`config.mk`:
```
export PLATFORM = sky130hd
export DESIGN_NAME = gear_setpoint_ctrl
export DESIGN_NICKNAME = d
export VERILOG_FILES = /design/src/rtl/gear_pkg.sv /design/src/rtl/gear_classify.sv /design/src/rtl/gear_divider.sv /design/src/rtl/gear_result.sv /design/src/rtl/gear_setpoint_ctrl.sv
export SDC_FILE = /design/constraint.sdc
export NUM_CORES = 2
export LEC_CHECK = 0
export BUFFER_PORTS_ARGS = -buffer_cell sky130_fd_sc_hd__buf_2
export CAP_MARGIN = 15
export CORE_MARGIN = 1
export CORE_UTILIZATION = 47
export DETAILED_ROUTE_END_ITERATION = 8
export GPL_ROUTABILITY_DRIVEN = 0
export PLACE_DENSITY = 0.71
export SYNTH_ARGS = -nofsm -noshare
export SYNTH_HDL_FRONTEND = slang
export SYNTH_SLANG_ARGS = --single-unit
```
`constraint.sdc`:
```
create_clock -name clk -period 11.1 [get_ports clk]
set_input_delay 0.555 -clock clk [delete_from_list [all_inputs] [get_ports clk]]
set_output_delay 0.555 -clock clk [all_outputs]
set_load 0.03 [all_outputs]
```
`src/rtl/gear_pkg.sv`:
```
package gear_pkg;

  typedef enum logic [1:0] {
    ST_IDLE   = 2'd0,
    ST_SETUP  = 2'd1,
    ST_DIVIDE = 2'd2
  } ctrl_state_t;

  function automatic int max_of(input int a, input int b);
    return (a > b) ? a : b;
  endfunction

endpackage

```
`src/rtl/gear_classify.sv`:
```
// Scales the demand, forms the floor and peak throughputs and picks the regime.
module gear_classify #(
  parameter int MW  = 32,
  parameter int IW  = 8,
  parameter int CW  = 24,
  parameter int QF  = 4,
  parameter int PW  = 37
) (
  input  logic [MW-1:0] perf,
  input  logic [IW-1:0] ipc_lo,
  input  logic [IW-1:0] ipc_hi,
  input  logic [CW-1:0] cmax,
  output logic [PW-1:0] scaled,
  output logic [PW-1:0] floor_tp,
  output logic [PW-1:0] peak_tp,
  output logic          above_floor,
  output logic          above_peak
);
  localparam int MQW = MW + QF;

  logic [MQW-1:0] perf_shift;

  always_comb begin
    perf_shift  = {perf, {QF{1'b0}}};
    scaled      = PW'(perf_shift);
    floor_tp    = PW'(ipc_lo) * PW'(cmax);
    peak_tp     = PW'(ipc_hi) * PW'(cmax);
    above_floor = scaled > floor_tp;
    above_peak  = scaled > peak_tp;
  end

endmodule

```
`src/rtl/gear_divider.sv`:
```
// Radix-2 restoring divider: one quotient bit per cycle, MSB first.
module gear_divider #(
  parameter int DVW = 53,
  parameter int DSW = 37
) (
  input  logic           clk,
  input  logic           rst,
  input  logic           start,
  input  logic [DVW-1:0] dividend,
  input  logic [DSW-1:0] divisor,
  output logic           fin,
  output logic [DVW-1:0] quot,
  output logic           rem_nz
);
  localparam int CNTW = $clog2(DVW + 1);

  logic [DSW-1:0]  rem_q;
  logic [DSW-1:0]  dvs_q;
  logic [DVW-1:0]  quo_q;
  logic [CNTW-1:0] cnt_q;
  logic            run_q;
  logic [DSW:0]    partial;
  logic [DSW:0]    trial;

  always_comb begin
    partial = {rem_q, quo_q[DVW-1]};
    trial   = partial - {1'b0, dvs_q};
  end

  always_ff @(posedge clk) begin
    if (rst) begin
      rem_q <= '0;
      dvs_q <= '0;
      quo_q <= '0;
      cnt_q <= '0;
      run_q <= 1'b0;
      fin   <= 1'b0;
    end else begin
      fin <= 1'b0;
      if (start) begin
        rem_q <= '0;
        dvs_q <= divisor;
        quo_q <= dividend;
        cnt_q <= CNTW'(DVW);
        run_q <= 1'b1;
      end else if (run_q) begin
        if (!trial[DSW]) begin
          rem_q <= trial[DSW-1:0];
          quo_q <= {quo_q[DVW-2:0], 1'b1};
        end else begin
          rem_q <= partial[DSW-1:0];
          quo_q <= {quo_q[DVW-2:0], 1'b0};
        end
        cnt_q <= cnt_q - 1'b1;
        if (cnt_q == CNTW'(1)) begin
          run_q <= 1'b0;
          fin   <= 1'b1;
        end
      end
    end
  end

  assign quot   = quo_q;
  assign rem_nz = |rem_q;

endmodule

```
`src/rtl/gear_result.sv`:
```
// Rounds the quotient upward and maps it onto clock or gear by regime.
module gear_result #(
  parameter int DVW = 53,
  parameter int CW  = 24,
  parameter int GW  = 16
) (
  input  logic           regime_hi,
  input  logic [DVW-1:0] quot,
  input  logic           rem_nz,
  input  logic [CW-1:0]  cmax,
  output logic [CW-1:0]  clk_val,
  output logic [GW-1:0]  gear_val
);
  logic [DVW:0] rounded;
  logic         gear_ovf;

  always_comb begin
    rounded  = {1'b0, quot} + {{DVW{1'b0}}, rem_nz};
    gear_ovf = |rounded[DVW:GW];
    if (regime_hi) begin
      clk_val  = cmax;
      gear_val = gear_ovf ? {GW{1'b1}} : rounded[GW-1:0];
    end else begin
      clk_val  = rounded[CW-1:0];
      gear_val = '0;
    end
  end

endmodule

```
`src/rtl/gear_setpoint_ctrl.sv`:
```
module gear_setpoint_ctrl
  import gear_pkg::*;
#(
  parameter int MW = 32,
  parameter int IW = 8,
  parameter int CW = 24,
  parameter int QF = 4,
  parameter int GW = 16
) (
  input  logic          clk,
  input  logic          rst,
  input  logic          req,
  input  logic [MW-1:0] perf_req,
  input  logic [IW-1:0] ipc_lo,
  input  logic [IW-1:0] ipc_hi,
  input  logic [CW-1:0] clk_max,
  output logic          busy,
  output logic          done,
  output logic [CW-1:0] clk_set,
  output logic [GW-1:0] gear,
  output logic          sat
);
  localparam int MQW = MW + QF;
  localparam int PRW = IW + CW;
  localparam int PW  = max_of(MQW, PRW) + 1;
  localparam int DVW = PW + GW;
  localparam int DSW = PW;

  ctrl_state_t   state_q;
  logic [MW-1:0] perf_q;
  logic [IW-1:0] lo_q;
  logic [IW-1:0] hi_q;
  logic [CW-1:0] cmax_q;
  logic          regime_q;

  logic [PW-1:0]  scaled;
  logic [PW-1:0]  floor_tp;
  logic [PW-1:0]  peak_tp;
  logic           above_floor;
  logic           above_peak;
  logic           div_start;
  logic [DVW-1:0] div_dvd;
  logic [DSW-1:0] div_dvs;
  logic           div_fin;
  logic [DVW-1:0] div_quot;
  logic           div_rem_nz;
  logic [CW-1:0]  res_clk;
  logic [GW-1:0]  res_gear;
  logic [PW-1:0]  excess;

  gear_classify #(
    .MW(MW), .IW(IW), .CW(CW), .QF(QF), .PW(PW)
  ) u_classify (
    .perf       (perf_q),
    .ipc_lo     (lo_q),
    .ipc_hi     (hi_q),
    .cmax       (cmax_q),
    .scaled     (scaled),
    .floor_tp   (floor_tp),
    .peak_tp    (peak_tp),
    .above_floor(above_floor),
    .above_peak (above_peak)
  );

  always_comb begin
    excess    = scaled - floor_tp;
    div_start = (state_q == ST_SETUP) && !above_peak;
    if (above_floor) begin
      div_dvd = {excess, {GW{1'b0}}};
      div_dvs = peak_tp - floor_tp;
    end else begin
      div_dvd = DVW'(scaled);
      div_dvs = DSW'(lo_q);
    end
  end

  gear_divider #(
    .DVW(DVW), .DSW(DSW)
  ) u_divider (
    .clk     (clk),
    .rst     (rst),
    .start   (div_start),
    .dividend(div_dvd),
    .divisor (div_dvs),
    .fin     (div_fin),
    .quot    (div_quot),
    .rem_nz  (div_rem_nz)
  );

  gear_result #(
    .DVW(DVW), .CW(CW), .GW(GW)
  ) u_result (
    .regime_hi(regime_q),
    .quot     (div_quot),
    .rem_nz   (div_rem_nz),
    .cmax     (cmax_q),
    .clk_val  (res_clk),
    .gear_val (res_gear)
  );

  always_ff @(posedge clk) begin
    if (rst) begin
      state_q  <= ST_IDLE;
      perf_q   <= '0;
      lo_q     <= '0;
      hi_q     <= '0;
      cmax_q   <= '0;
      regime_q <= 1'b0;
      done     <= 1'b0;
      clk_set  <= '0;
      gear     <= '0;
      sat      <= 1'b0;
    end else begin
      done <= 1'b0;
      case (state_q)
        ST_IDLE: begin
          if (req) begin
            perf_q  <= perf_req;
            lo_q    <= ipc_lo;
            hi_q    <= ipc_hi;
            cmax_q  <= clk_max;
            state_q <= ST_SETUP;
          end
        end
        ST_SETUP: begin
          if (above_peak) begin
            clk_set <= cmax_q;
            gear    <= {GW{1'b1}};
            sat     <= 1'b1;
            done    <= 1'b1;
            state_q <= ST_IDLE;
          end else begin
            regime_q <= above_floor;
            state_q  <= ST_DIVIDE;
          end
        end
        ST_DIVIDE: begin
          if (div_fin) begin
            clk_set <= res_clk;
            gear    <= res_gear;
            sat     <= 1'b0;
            done    <= 1'b1;
            state_q <= ST_IDLE;
          end
        end
        default: state_q <= ST_IDLE;
      endcase
    end
  end

  assign busy = (state_q != ST_IDLE);

endmodule

```
Word level (Yosys, flattened, before mapping)
Index checks and enable logic that the tools add are counted.

Register bits: 252. Input port bits: 75. Output and inout port bits: 43. Logic and storage cells: 79.

$add $sub $neg: 5. Multipliers: 2. Order comparisons: 2. Equal/unequal tests: 6. Muxes and demuxes: 31. Bitwise logic cells: 2. Reduce and logical (&&, ||, !) cells: 14.

Operator list (number): 53-bit 2-to-1 mux (3); 37-bit 2-to-1 mux (2); 36-bit by 32-bit greater-than comparator with 1-bit output (2); 24-bit 2-to-1 mux (3); 8-bit by 24-bit multiplier with 32-bit output (2); 16-bit 2-to-1 mux (4); 53-bit by 1-bit adder with 54-bit output (1); 24-bit case mux with 2 select lines (1); 38-bit OR reduction (1); 38-bit by 37-bit subtractor with 38-bit output (1); 37-bit OR reduction (1); 36-bit by 32-bit subtractor with 37-bit output (1); 32-bit by 32-bit subtractor with 33-bit output (1); 16-bit case mux with 2 select lines (1); 6-bit 2-to-1 mux (2); 1-bit 2-to-1 mux (9); 6-bit by 1-bit == test with 1-bit output, second input constant (1); 2-bit 2-to-1 mux (3); 2-bit case mux with 3 select lines (1); 2-bit AND reduction (3); 2-bit nonzero test (3); 6-bit by 1-bit subtractor with 6-bit output, second input constant (1); 2-bit != test, second input constant (2); 1-bit case mux with 2 select lines (2); 10 further kinds (11).

Depth between registers and ports, before layout
Depth in word-level cells: 7. Mapped depth: 36. Depth with buffers taken out: 32.

By module
Synthesis repeated with hierarchy kept, for this count alone.

Cell total of the unflattened synthesis: 4305. Area, all modules: 33480.9 sq um.

Modules (own cells, without submodules): gear_classify (times used 1, cells each 1732, area an instance 14273.7 sq um, sequential area each 0.0 sq um); gear_setpoint_ctrl (times used 1, cells each 1311, area an instance 9455.3 sq um, sequential area each 2342.2 sq um); gear_divider (times used 1, cells each 963, area an instance 7682.4 sq um, sequential area each 2702.6 sq um); gear_result (times used 1, cells each 299, area an instance 2069.5 sq um, sequential area each 0.0 sq um).

Worst setup path before layout
OpenSTA, ideal clock, no wires.

Path kind: reg-to-reg. Start: register cmax_q[0]. End: register u_divider.dvs_q[30]. Setup time: 0.138 ns. Arrival: 7.949 ns. Required time: 10.962 ns. Setup slack: 3.014 ns. Cell stages (with the launch flop): 36. Path buffers: 4. Clock period less this slack: 8.086 ns. Path through: dfxtp_1 clkbuf_1 clkbuf_1 nand2_1 fa_1 fa_1 inv_1 fa_1 inv_1 fa_1 inv_1 ha_1 a21o_1 a221oi_2 nand4b_1 nand3_1 a41o_1 a311oi_1 nor2_1 o21a_1 o31a_1 o41ai_1 xnor2_1 ha_1 nand4_1 nor2_1 nand3_1 or3_1 a21boi_0 o21bai_1 o2bb2ai_1 o21ai_2 nand2_1 buf_2 buf_1 o32ai_1.

Word-level cells in the longest chain between the ends: 4. Elaborated cells between the ends (all ways): 8. Those cells by class: add/sub (1); mul (2); order compare (2); mux (1); reduce/logical (2).

RTL lines: start, declared (line gear_setpoint_ctrl.sv:33) `logic [CW-1:0] cmax_q;`; start signal, assigned (line gear_setpoint_ctrl.sv:121) `cmax_q <= clk_max;`; 8-bit by 24-bit multiplier with 32-bit output (line gear_classify.sv:27) `peak_tp = PW'(ipc_hi) * PW'(cmax);`; 36-bit by 32-bit greater-than comparator with 1-bit output (line gear_classify.sv:29) `above_peak = scaled > peak_tp;`; 1-bit zero test (line gear_setpoint_ctrl.sv:67) `div_start = (state_q == ST_SETUP) && !above_peak;`; 1-bit logical AND (line gear_setpoint_ctrl.sv:67); end signal, assigned (line gear_divider.sv:42) `dvs_q <= divisor;`; end, declared (line gear_divider.sv:18) `logic [DSW-1:0] dvs_q;`.

Several ways; a longest one is shown, not always the timed one. A chain may end at the register's enable or synchronous reset.

Worst setup path in the final report
Start: register hi_q[4]. End: register u_divider.dvs_q[30].

Word-level cells in the longest chain between the ends: 4. Elaborated cells between the ends (all ways): 6. Those cells by class: add/sub (1); mul (1); order compare (1); mux (1); reduce/logical (2).

RTL lines: start, declared (line gear_setpoint_ctrl.sv:32) `logic [IW-1:0] hi_q;`; start signal, assigned (line gear_setpoint_ctrl.sv:120) `hi_q <= ipc_hi;`; 8-bit by 24-bit multiplier with 32-bit output (*) (line gear_classify.sv:27); 36-bit by 32-bit greater-than comparator with 1-bit output (line gear_classify.sv:29); 1-bit zero test (line gear_setpoint_ctrl.sv:67); 1-bit logical AND (line gear_setpoint_ctrl.sv:67).

Mark *: on every way between the ends. The rest lies on a longest branch, timed or not.

==> results by group <==
Power and ir drop
  • Seq pwr share: 0.225
  • Logic pwr share: 0.593
  • NetSw: approximately 2.5 mW
  • Leak: 14.29 nW
  • Cell Int Power: slightly below 3 mW
  • Power Density: 172.7 mW/mm2
  • Clock power frac: 0.182
  • Worst VDD drop: between 0.2 and 0.3 mV
  • Switch share: 0.4565

Routing
  • Avg WL per Cell: approximately 19 um
  • Vias post-DR: roughly 25000
  • WL final: 83.52 mm
  • 1st-iter DRT viols: approximately 1700
  • DRC viols: 0
  • First drt pass iteration count: 7
  • Via density: slightly below 6
  • Final ANT Viol Nets: 0

Floorplanning
  • Die boundary width: ~250 um
  • Core Area: between 0.06 and 0.07 mm2
  • Number of placed I/O pins: between 100 and 150
  • Die area: around 0.063 mm2
  • Std cell rows: 90
  • Starting Density: 0.4795
  • Die H: 251.1 um

Layout
  • ANT cells: 0
  • Fraction of layout cells with a size suffix above 1: 0.07471
  • Most common cell after layout, fill and taps aside: inv_1
  • Core Util, Final: 0.5141
  • Area growth, synth to finish: 7.200%
  • Final #Nets: 4166
  • Fin cells: ~4400
  • Multi-input logic area: ~0.022 mm2
  • FILL cells: 5821
  • Commonest non-fill, non-tap cells in the layout: inv_1, nand2_1, and2_1
  • Register area: around 0.005 mm2
  • Fin area: approximately 0.031 mm2

Flow run
  • Max Cap Viol: 0

STA
  • Slew Limit Headroom: 0.2697
  • Final Hold Fails: 0
  • Worst Tran Pin Value: ~1100 ps
  • Clock Skew: roughly 27 ps
  • Post-Route Setup TNS: 0 ps
  • RSZ-0062 raised after global routing: false
  • Minimum clock period: 9679 ps
  • Setup violators final: 0
  • FMAX: around 100 MHz
  • Fin. max-slew vios: 0
  • Final period util: 0.8720

CTS
  • Reg clk slew, reported paths: 60 ps
  • # clock sinks: ~250
  • Clock tree buffer depth: 3
  • Root Driver: clkbuf_16
  • Resized cells post-CTS: 0
  • Worst skew pair latency: 590 ps
  • Num CTS Buffers: 28
  • CTS tree: yes
  • Htree depth: 1
  • Postcts setup bufs: 0
  • Cts hold-fix bufs: 0

Setup path
  • Critical path type: reg -> reg
  • Crit. End Element: register
  • Critical path arrival: between 10000 and 15000 ps
  • Crit-path leading delay family: compound AO/OA/AOI/OAI gates
  • Slowest-stage cell, CP: dfxtp_1
  • Critical Path Start Type: register
  • CP bufs+invs: 4
  • Critical-path maximum fanout: ~70
  • Slowest cell delay on critical path: roughly 910 ps
  • Critical path's most frequent cell: fa_1
  • Critical Path RT: about 12000 ps

Global route
  • Antenna violations before repair: 3
  • First-pass GRT wire length: around 140 mm
  • Vias in the first global route: between 20000 and 25000
  • Largest net degree at the start of global routing: between 80 and 90
  • GR Overflow Total: 0
  • Total track usage: 0.2674

Yosys
  • Post-synthesis instance total: around 3600
  • Yosys reg bits: 248
  • Synth unique cells: 80
  • Ys Warns: 0
  • Sequential area share after synthesis: 0.1703
  • Async SR Flop Fraction: 0
  • Ys flop type: dfxtp_1
  • Syn nets: 4166
  • Syn_area_per_cell: between 8 and 9 um2
  • Mapped Area: between 0.02 and 0.03 mm2
  • Synth top area cells: fa_1, dfxtp_1, ha_1
  • Yosys top cell by area: fa_1
  • Number of synthesized flops with an enable pin: 0
  • Share of the synthesized area in the top cell type: 0.1826

Min path
  • Worst min path class: in -> reg

Placement
  • Port Buf Inserts: 117
  • Placed cell count: between 4000 and 5000
  • Post-DP Area: between 0.03 and 0.04 mm2
  • Detailed placement HPWL: roughly 65 mm

Status
  • Outcome: finished, final reports clean
## synthesized netlist by cell type, types with 29 or more instances
cell type	number
and2_1	275
o22ai_1	29
nand4_1	31
ha_1	231
nor2_1	216
a211oi_1	83
o21a_1	30
nand2_1	411
inv_1	419
or3_1	30
o21ai_0	97
nand3_1	62
a21oi_1	213
xnor2_1	115
dfxtp_1	248
nor2b_1	41
mux2_2	38
nor3_1	46
fa_1	266
xor2_1	61
a21o_1	71
clkbuf_1	150
mux2i_1	87
## power by group through the flow
| stage | registers, mW | logic [mW] | clock network (mW) |
|---|---|---|---|
| after global routing | 1.23 | 3.52 | 1.03 |
| after detailed placement | 1.23 | 3.14 | 0 |
| after global placement | 1.22 | 3.12 | 0 |
| after floorplan | 1.16 | 2.47 | 0 |
| final | 1.21 | 3.20 | 0.982 |
| after CTS | 1.21 | 3.16 | 0.995 |
## worst min-delay path, cell delays in order
cell and delay [ps]:
buf_2 90, nand2_1 40, a21oi_1 50
## worst paths after layout
check              startpoint  cells after the start  slack [ps]                   to
setup / recovery      hi_q[4]                     32        1420  u_divider.dvs_q[30]
hold / removal      ipc_lo[1]                      3         200              lo_q[1]
setup reg to reg      hi_q[4]                     32        1420  u_divider.dvs_q[30]
hold reg to reg   clk_set[22]                      2         460          clk_set[22]
## flip-flops by register name, indices dropped and copies added, names as in the netlist, 8 cells and up
register / count
u_divider.rem_q: 37
u_divider.quot: 53
gear: 16
perf_q: 32
cmax_q: 24
u_divider.dvs_q: 33
hi_q: 8
clk_set: 24
lo_q: 8
## cells by family (layout without fill, tap and decap cells)
logic type,after synthesis,after routing,share of synthesized area
simple gates,1236,1236,0.2096
compound gates,709,709,0.1599
buf+inv,599,619,0.07839
fa+ha+maj,498,498,0.2821
flops,248,248,0.1703
xor+xnor,179,179,0.05522
mux,125,125,0.04454
## cell type report
class                      count  area share
tap                          782     0.03130
clock buffer                  41     0.02530
multi-input combinational   2747      0.7020
sequential                   248      0.1589
clock inverter                 9    0.005323
timing repair buffer         150     0.02686
inverter                     419     0.05031
## metal layers
metal | GRT usage | vias to the layer above | part of all wire
li1 | - | 12020 | -
met5 | 0 | - | 0
met1 | 0.3429 | 12280 | 0.41
met4 | 0.1341 | 0 | 0.053
met2 | 0.4482 | 927 | 0.47
met3 | 0.02682 | 213 | 0.067
## through the flow
stage	power (mW)	hold slack, ps	setup WS (ps)
after floorplan	3.631	436.3	3014
after global placement	4.347	444.1	1770
after detailed placement	4.371	448.6	1659
after CTS	5.365	184.8	1604
after global routing	5.775	203.4	768.7
final	5.397	198.5	1421
Note: power is estimated with default switching activity, not from simulation.
